<file path="config.mk">
export PLATFORM = sky130hd
export DESIGN_NAME = io_gap_guard
export DESIGN_NICKNAME = d
export VERILOG_FILES = /design/src/rtl/io_gap_pkg.sv /design/src/rtl/io_gap_classify.sv /design/src/rtl/io_gap_counter.sv /design/src/rtl/io_gap_guard.sv
export SDC_FILE = /design/constraint.sdc
export NUM_CORES = 1
export LEC_CHECK = 0
export BUFFER_PORTS_ARGS = -buffer_cell sky130_fd_sc_hd__buf_4
export CELL_PAD_IN_SITES_DETAIL_PLACEMENT = 0
export CELL_PAD_IN_SITES_GLOBAL_PLACEMENT = 1
export CORE_AREA = 2 2 39 41
export CTS_CLUSTER_DIAMETER = 80
export DETAILED_ROUTE_END_ITERATION = 10
export DIE_AREA = 0 0 41 43
export PLACE_DENSITY = 0.63
export SETUP_SLACK_MARGIN = 0.02
export SLEW_MARGIN = 20
export SYNTH_ARGS = -nofsm -noshare
export SYNTH_HDL_FRONTEND = slang
export SYNTH_SLANG_ARGS = --single-unit
export TNS_END_PERCENT = 20
</file>
<file path="constraint.sdc">
create_clock -name clk -period 1.1 [get_ports clk]
set_input_delay 0.11 -clock clk [delete_from_list [all_inputs] [get_ports clk]]
set_output_delay 0.11 -clock clk [all_outputs]
set_load 0.02 [all_outputs]
</file>
<file path="src/rtl/io_gap_pkg.sv">
package io_gap_pkg;

  typedef enum logic [1:0] {
    CLS_MEM    = 2'b00,
    CLS_LEGACY = 2'b01,
    CLS_LPCIO  = 2'b10,
    CLS_MEM_X  = 2'b11
  } io_class_e;

  // A class is subject to the recovery gap when it is a legacy device,
  // or an LPC I/O cycle while LPC gating is enabled.
  function automatic logic class_gated(input logic [1:0] cls, input logic lpc_en);
    return (cls == CLS_LEGACY) || ((cls == CLS_LPCIO) && lpc_en);
  endfunction

  // Gap length selected by the slow bit.
  function automatic int unsigned pick_gap(input logic slow,
                                           input int unsigned short_len,
                                           input int unsigned long_len);
    return slow ? long_len : short_len;
  endfunction

endpackage

</file>
<file path="src/rtl/io_gap_classify.sv">
module io_gap_classify
  import io_gap_pkg::*;
(
  input  logic [1:0] cls,
  input  logic       lpc_en,
  output logic       gated
);
  always_comb gated = class_gated(cls, lpc_en);
endmodule

</file>
<file path="src/rtl/io_gap_counter.sv">
module io_gap_counter #(
  parameter int CW = 6
) (
  input  logic          clk,
  input  logic          rst_n,
  input  logic          load,
  input  logic [CW-1:0] load_val,
  output logic [CW-1:0] cnt,
  output logic          expired
);
  always_ff @(posedge clk) begin
    if (!rst_n)          cnt <= '0;
    else if (load)       cnt <= load_val;
    else if (cnt != '0)  cnt <= cnt - 1'b1;
  end

  assign expired = (cnt == '0);
endmodule

</file>
<file path="src/rtl/io_gap_guard.sv">
module io_gap_guard
  import io_gap_pkg::*;
#(
  parameter int GAP_SHORT = 22,
  parameter int GAP_LONG  = 54
) (
  input  logic       clk,
  input  logic       rst_n,
  input  logic       req_valid,
  input  logic [1:0] req_class,
  input  logic       done_valid,
  input  logic [1:0] done_class,
  input  logic       slow_gap,
  input  logic       lpc_gap_en,
  output logic       grant
);
  localparam int MAXG = (GAP_LONG > GAP_SHORT) ? GAP_LONG : GAP_SHORT;
  localparam int CW   = $clog2(MAXG + 1);

  logic          req_gated;
  logic          done_gated;
  logic          gap_load;
  logic          gap_idle;
  logic [CW-1:0] gap_len;
  logic [CW-1:0] cnt_q;

  io_gap_classify u_req_cls (
    .cls    (req_class),
    .lpc_en (lpc_gap_en),
    .gated  (req_gated)
  );

  io_gap_classify u_done_cls (
    .cls    (done_class),
    .lpc_en (lpc_gap_en),
    .gated  (done_gated)
  );

  assign gap_load = done_valid && done_gated;
  assign gap_len  = CW'(pick_gap(slow_gap, GAP_SHORT, GAP_LONG));

  io_gap_counter #(.CW(CW)) u_cnt (
    .clk      (clk),
    .rst_n    (rst_n),
    .load     (gap_load),
    .load_val (gap_len),
    .cnt      (cnt_q),
    .expired  (gap_idle)
  );

  assign grant = req_valid && (!req_gated || gap_idle);
endmodule

</file>
Yosys cells after proc, flatten, opt, wreduce, memory -nomap -nowiden --
Index checks and enable logic that the tools add are counted.
Operators by class: $add $sub $neg 1, mux-type cells 3, magnitude comparators 0, shift-type cells 0, reduce and logical (&&, ||, !) cells 11, equal/unequal tests 4, bitwise operators 0, div/mod/pow operators 0, $mul 0
Operators by type and width (count):
- two-way mux 6 bit | 3
- zero test 6 bit | 1
- nonzero test 6 bit | 1
- subtractor 6 x 1 -> 6 bit, second input constant | 1
- == test 2 x 1 -> 1 bit, second input constant | 2
- == test 2 bit, second input constant | 2
- logical AND 1 bit | 4
- logical OR 1 bit | 3
- nonzero test 2 bit | 1
- zero test 1 bit | 1
Storage, ports and cells: bits in registers 6, bits in latches 0, input bits 10, memory bits (read-only) 0, memory bits (writable) 0, output and inout bits 1, memories 0, logic and storage cells 20

Logic depth before layout (Yosys ltp) --
Gate-level depths: netlist (run 1).
depth in word-level cells 6, gate-level depth with buffers 6, mapped depth without buffers 6

Cells and area by module --
A second synthesis (run 1) with hierarchy kept.
Unflattened totals: cell total of the unflattened synthesis 52, area total of the unflattened synthesis 409.1 um^2
Modules (own cells, without submodules):
- io_gap_counter | times used 1, sequential area each 120.1 um^2, area an instance 356.6 um^2, cells each 43
- io_gap_classify | times used 2, sequential area each 0.0 um^2, area an instance 13.8 um^2, cells each 2
- io_gap_guard | times used 1, sequential area each 0.0 um^2, area an instance 25.0 um^2, cells each 5

Least setup slack after synthesis (run 1) --
OpenSTA, ideal clock, no wires.
path type register to output, from register u_cnt.cnt[4], to output port grant, stages on the path, launching flop included 4, arrival 1.254 ns, data required time 0.990 ns, path slack -0.264 ns, path buffers 0, path through dfxtp_1 nor4_2 nand2_2 a21boi_0
On the way: longest elaborated chain between the ends 3
Ends and longest elaborated chain:
- start: declaration | RTL line io_gap_counter.sv:8 | output logic [CW-1:0] cnt,
- start signal: assignment | RTL line io_gap_counter.sv:13 | else if (load) cnt <= load_val;
- start signal: assignment | RTL line io_gap_counter.sv:14 | else if (cnt != '0) cnt <= cnt - 1'b1;
- zero test 6 bit | RTL line io_gap_counter.sv:17 | assign expired = (cnt == '0);
- logical OR 1 bit | RTL line io_gap_guard.sv:51 | assign grant = req_valid && (!req_gated || gap_idle);
- logical AND 1 bit | RTL line io_gap_guard.sv:51
- end: declaration | RTL line io_gap_guard.sv:15 | output logic grant
Every way passes these cells.

Worst setup path in the final report (run 1) --
from register u_cnt.cnt[3], to register u_cnt.cnt[1]
On the way: longest elaborated chain between the ends 2
Ends and longest elaborated chain (RTL line):
- nonzero test 6 bit | io_gap_counter.sv:14
- nonzero test 2 bit (no source line)
Every way passes these cells. A chain may end at the register's enable or synchronous reset.

==> impl_metrics.json, run 1 <==
{
  "drive_gt1_frac": 0.5606,
  "vdd.ir_drop.worst_uv": 1320,
  "p_total_mw": 1.780,
  "antennaDiodeCount": 0,
  "placedCellCount": 78,
  "cts_tree": "done",
  "grt_pass1_wl_um": 1449,
  "skew_ns": 0.0002065,
  "rrSetupSlack_ns": -0.23,
  "num_vias": 370,
  "place.gp.congestion": 0.7320,
  "arrival_ns": 1.51,
  "ys_warn_count": 0,
  "cts_buffers": 3,
  "synth_nets": 53,
  "min_path_type": "input pin to flip-flop",
  "worst_pin_slew_ns": 0.2071,
  "cts_max_path_buffers": 2,
  "routed_wl_um": 883,
  "vias_per_cell": 4.512,
  "dr.pass1.iters": 2,
  "yosysTopAreaCell": "dfxtp_1",
  "post-route-period-util": 1.208,
  "status": "finished with violations",
  "layout_min_cycle_time_ns": 1.329,
  "netlist_area_um2": 354.1,
  "place.port_buffers": 10,
  "grt_pass1_vias": 361,
  "rsz0062_at_grt": "yes",
  "synth-seq-cells": 6,
  "clk_pin_slew_ns": 0.05,
  "syn2layout_area_growth_pct": 70.32,
  "die_w_um": 41,
  "antenna_found_initial": 0,
  "root_buffer": "clkbuf_4",
  "syn_avg_cell_area_um2": 8.636,
  "yosysSeqAreaShare": 0.3392,
  "start_kind": "flip-flop",
  "nets": 80,
  "floorplan.initialDensity": 0.2559,
  "finalMaxSlewViolations": 0,
  "p_leak_nw": 0.2921,
  "io_pins": 11,
  "setup_violations": 7,
  "largest_register_ffs": 6,
  "die_area_um2": 1763,
  "synthDistinctLibCells": 25,
  "dp_hpwl_um": 675.5,
  "drt-initial-drc-count": 1,
  "violations": "negative setup slack",
  "netlist_instances": 41,
  "drc": 0,
  "synth_top_area_frac": 0.3392,
  "power_density_nw_per_um2": 2951,
  "core_um2": 1384,
  "htree_levels": 1,
  "regMostFlops": "u_cnt.cnt",
  "die_y_um": 43,
  "final-hold-violation-count": 0,
  "layout_top_registers": "u_cnt.cnt (6)",
  "crit_type": "flip-flop to flip-flop",
  "fin_ws_ns": -0.2293,
  "worst_skew_pair.late_latency_ns": 0.24,
  "drt-wirelength-per-cell_um": 10.77,
  "synthTopCellsByArea": "dfxtp_1 (34%), ha_1 (7.1%), nand2_1 (6.4%)",
  "endpoint_kind": "flip-flop",
  "fin_setup_tns_ns": -1.201,
  "grtUsageTotal": 0.1307,
  "max-slew-margin-rel": 0.8609,
  "grt_overflow": 0,
  "grt_start_max_net_pins": 7,
  "drtAntennaViolNets": 0,
  "instances_no_fill": 82,
  "n_fill_cell": 154,
  "required_ns": 1.28,
  "max_cap_viol_count": 0,
  "clock_sinks": 6,
  "cp_max_fo": 3,
  "fp-row-count": 14,
  "max_freq_mhz": 752.3
}
-- final timing paths --
kind                     start      endpoint  cells past startpoint
setup / recovery  u_cnt.cnt[3]  u_cnt.cnt[1]                      5
hold / removal        slow_gap  u_cnt.cnt[5]                      3
setup reg to reg  u_cnt.cnt[3]  u_cnt.cnt[1]                      5
hold reg to reg   u_cnt.cnt[3]  u_cnt.cnt[3]                      3
-- layout by cell type (no fill, tap or decap), drive strengths merged, types with 2 or more instances in the layout --
master / Yosys / final
a21oi: 3 / 3
buf: 0 / 22
clkbuf: 0 / 3
dfxtp: 6 / 6
ha: 2 / 2
inv: 3 / 3
nand2: 7 / 7
nor2: 2 / 2
xnor2: 2 / 2
-- metal layers --
metal	share of wire	track usage
met2	0.53	0.2031
met3	0.050	0.03141
met1	0.40	0.1323
met5	0	0
met4	0.022	0.1200
-- critical path, stage by stage, from the launching register on --
cell	delay, ns
dfxtp_2	0.33
nor4_4	0.27
nand2_2	0.10
buf_4	0.16
mux2_4	0.29
a21oi_2	0.11
-- synth_stat cells --
cell type and number:
nand3_1 1, nand2_2 1, nand2b_1 1, o21ai_1 1
nor3_1 1, a21boi_0 1, and3b_1 1, a21oi_1 2
mux2i_1 1, nor2b_1 1, xor2_1 1, or3_4 1
dfxtp_1 6, nor3b_1 1, nand2_1 6, o22ai_1 1
nor4_2 1, a21oi_2 1, nand3b_1 1, ha_1 2
nor2_1 2, inv_1 3, a31oi_1 1, xnor2_1 2
mux2_2 1
-- cell type report --
type                       count  area (um^2)  share of cell area
multi-input combinational     32        262.8              0.4357
tap                           16        20.02             0.03320
sequential                     6        121.4              0.2012
timing repair buffer          22        165.2              0.2739
inverter                       3        11.26             0.01867
clock buffer                   3        22.52             0.03734
-- kinds of logic after synthesis --
family	after synthesis	synth area share
AOI/OAI and AO/OA	7	0.1237
xor gates and xnor gates	3	0.07422
adders and majority gates	2	0.07066
buffers and inverters	3	0.03180
DFF	6	0.3392
muxes	2	0.06007
and+or+nand+nor	18	0.3004
-- per-stage QoR --
step,instance area (um^2),utilization,hold slack (ns),setup WS [ns]
floorplan,364.1,-,0.2427,-0.1215
global placement,541.8,0.3915,0.3862,-0.1261
detailed placement,541.8,0.3915,0.3887,-0.1311
CTS,591.8,0.4277,0.1261,-0.2646
global route,603.1,0.4358,0.1493,-0.3056
finish,603.1,0.4358,0.1319,-0.2293
-- what timing repair did --
item | 4_1_cts | 5_1_grt
gates resized for setup | 4 | 2
gates cloned | 0 | 0
hold buffers | 0 | 0
pin swaps | 1 | 0
buffers inserted | 1 | 0
setup endpoints to repair | 7 | 7
-- power breakdown --
group	switching, mW	internal [mW]
logic	0.467	0.695
registers	0.0906	0.317
clock network	0.0864	0.124
total	0.644	1.14
Power figures use the tool's default switching activity.
==> inputs of run 2 (changes only) <==
--- a/config.mk
+++ b/config.mk
@@ -12,7 +12,7 @@
 export CTS_CLUSTER_DIAMETER = 80
 export DETAILED_ROUTE_END_ITERATION = 10
 export DIE_AREA = 0 0 41 43
-export PLACE_DENSITY = 0.63
+export PLACE_DENSITY = 0.61
 export SETUP_SLACK_MARGIN = 0.02
 export SLEW_MARGIN = 20
 export SYNTH_ARGS = -nofsm -noshare
==> constraint.sdc (replaced) <==
create_clock -name clk -period 1.4 [get_ports clk]
set_input_delay 0.21 -clock clk [delete_from_list [all_inputs] [get_ports clk]]
set_output_delay 0.21 -clock clk [all_outputs]
set_load 0.02 [all_outputs]
==> run 2 against run 1 <==
The run still ends with negative setup slack left. Final cell count fell by 11%. First-iteration DRC count rose to 3.0 times the previous value. Sequential share of layout area rose by 4.1 points. Sequential power fell by 14%. Clock power fell by 26%. Power fell by 37%. Global-route usage fell by 2.7 points. Clock skew barely moved. Largest power group unchanged.
==> impl_metrics.json, run 2 (synthesized netlist as in run 1, its figures left out) <==
{
  "power_frac_comb": 0.547,
  "setup_violations": 1,
  "grt_pass1_vias": 307,
  "antenna_found_initial": 0,
  "start_kind": "flip-flop",
  "switchingPower_mw": 0.4192,
  "cts_hold_buffers": 0,
  "htree_levels": 1,
  "path_buf_inv": 1,
  "max_cap_viol_count": 0,
  "cts_tree": "done",
  "grt_overflow": 0,
  "num_vias": 335,
  "nets": 71,
  "floorplan.initialDensity": 0.2559,
  "clk_pin_slew_ns": 0.04,
  "n_fill_cell": 148,
  "arrival_ns": 1.23,
  "required_ns": 1.19,
  "intPower_mw": 0.7002,
  "drc": 0,
  "antennaDiodeCount": 0,
  "die_w_um": 41,
  "worst_pin_slew_ns": 0.2100,
  "pre_cts_ws_ns": 0.1008,
  "die_area_um2": 1763,
  "core_um2": 1384,
  "p_total_mw": 1.119,
  "grt_start_max_net_pins": 7,
  "grt_pass1_wl_um": 1207,
  "place.gp.congestion": 0.7207,
  "cts_buffers": 3,
  "skew_ns": 0.0005044,
  "mostFrequentLayoutCells": "buf_4 (13), nand2_1 (6), dfxtp_2 (4)",
  "worstPathCellList": "nor4_4 -> nand2_2 -> a21boi_2 -> buf_4",
  "layout_top_registers": "u_cnt.cnt (6)",
  "min_path_type": "input pin to flip-flop",
  "crit_type": "flip-flop to output port",
  "clkPwrFrac": 0.139,
  "root_buffer": "clkbuf_4",
  "path_delay_family": "simple AND/OR/NAND/NOR gates",
  "post-route-util": 0.3734,
  "p_leak_nw": 0.2342,
  "cp_max_fo": 3,
  "status": "finished with violations",
  "critPathMaxStageDelay_ns": 0.34,
  "endpoint_kind": "output port",
  "critPathSlowestCell": "dfxtp_2",
  "vias_per_cell": 4.589,
  "mostFrequentLayoutCell": "buf_4",
  "vdd.ir_drop.worst_uv": 612.2,
  "place.port_buffers": 10,
  "grtUsageTotal": 0.1033,
  "drive_gt1_frac": 0.4737,
  "finalMaxSlewViolations": 0,
  "fin_ws_ns": -0.03518,
  "sequentialPowerShare": 0.314,
  "syn2layout_area_growth_pct": 45.94,
  "dp_hpwl_um": 588.7,
  "fin_setup_tns_ns": -0.03518,
  "max-slew-margin-rel": 0.8590,
  "violations": "negative setup slack",
  "layout_min_cycle_time_ns": 1.435,
  "regMostFlops": "u_cnt.cnt",
  "drtAntennaViolNets": 0,
  "max_freq_mhz": 696.8,
  "drt-wirelength-per-cell_um": 9.932,
  "worst_skew_pair.late_latency_ns": 0.24,
  "fp-row-count": 14,
  "io_pins": 11,
  "drt-initial-drc-count": 3,
  "cts_max_path_buffers": 2,
  "final-hold-violation-count": 0,
  "die_y_um": 43,
  "hold_slack_ns": 0.2375,
  "power_density_nw_per_um2": 2166,
  "swShare": 0.3745,
  "clock_sinks": 6,
  "largest_register_ffs": 6,
  "rsz0062_at_grt": "yes",
  "dr.pass1.iters": 3,
  "post-route-period-util": 1.025,
  "routed_wl_um": 725
}
==> run 2: timing repair <==
action / in CTS / in global routing
setup endpoints to repair: 1 / 5
endpoints found under the hold margin: 0 / 0
resized for setup: 2 / 5
setup buffers: 1 / 0
pin swaps: 2 / 2
==> run 2: worst register-to-register path, stage by stage, from the launching register on <==
cell	delay [ns]
dfxtp_2	0.34
nor4_4	0.28
nand2_2	0.10
buf_4	0.16
mux2_2	0.28
a21oi_2	0.12
==> run 2: area by class of cell <==
cell class	instances	area, um^2	area share
Timing Repair Buffer	13	97.59	0.1889
Multi-Input combinational cell	32	240.2	0.4649
Clock buffer	3	22.52	0.04358
Inverter	3	11.26	0.02179
Sequential cell	6	125.1	0.2421
Tap cell	16	20.02	0.03874
==> run 2: power by group through the flow <==
stage | clock network (mW) | logic, mW | registers [mW]
after global placement | 0 | 0.551 | 0.326
after detailed placement | 0 | 0.547 | 0.322
final | 0.156 | 0.613 | 0.351
after global routing | 0.172 | 0.688 | 0.364
after CTS | 0.159 | 0.601 | 0.340
after floorplan | 0 | 0.420 | 0.306
==> run 2: path summary, 6_finish.rpt <==
| check | start | end | slack (ns) | cells after the start |
|---|---|---|---|---|
| setup / recovery | u_cnt.cnt[4] | grant | -0.04 | 4 |
| hold reg to reg | u_cnt.cnt[3] | u_cnt.cnt[3] | 0.50 | 2 |
| hold / removal | slow_gap | u_cnt.cnt[5] | 0.24 | 3 |
| setup reg to reg | u_cnt.cnt[4] | u_cnt.cnt[1] | 0.06 | 5 |
==> run 2: per-layer routing <==
metal	up-vias	part of all wire	GRT usage
met2	13	0.42	0.1281
met5	-	0	0
met3	3	0.041	0.02094
met1	144	0.52	0.1474
li1	175	-	-
met4	0	0.022	0.08000
==> run 2: metrics by stage <==
stage / area, um^2 / instances
floorplan: 354.1 / 41
detailed placement: 464.2 / 69
finish: 516.7 / 73
CTS: 504.2 / 73
global placement: 464.2 / 69
global route: 516.7 / 73
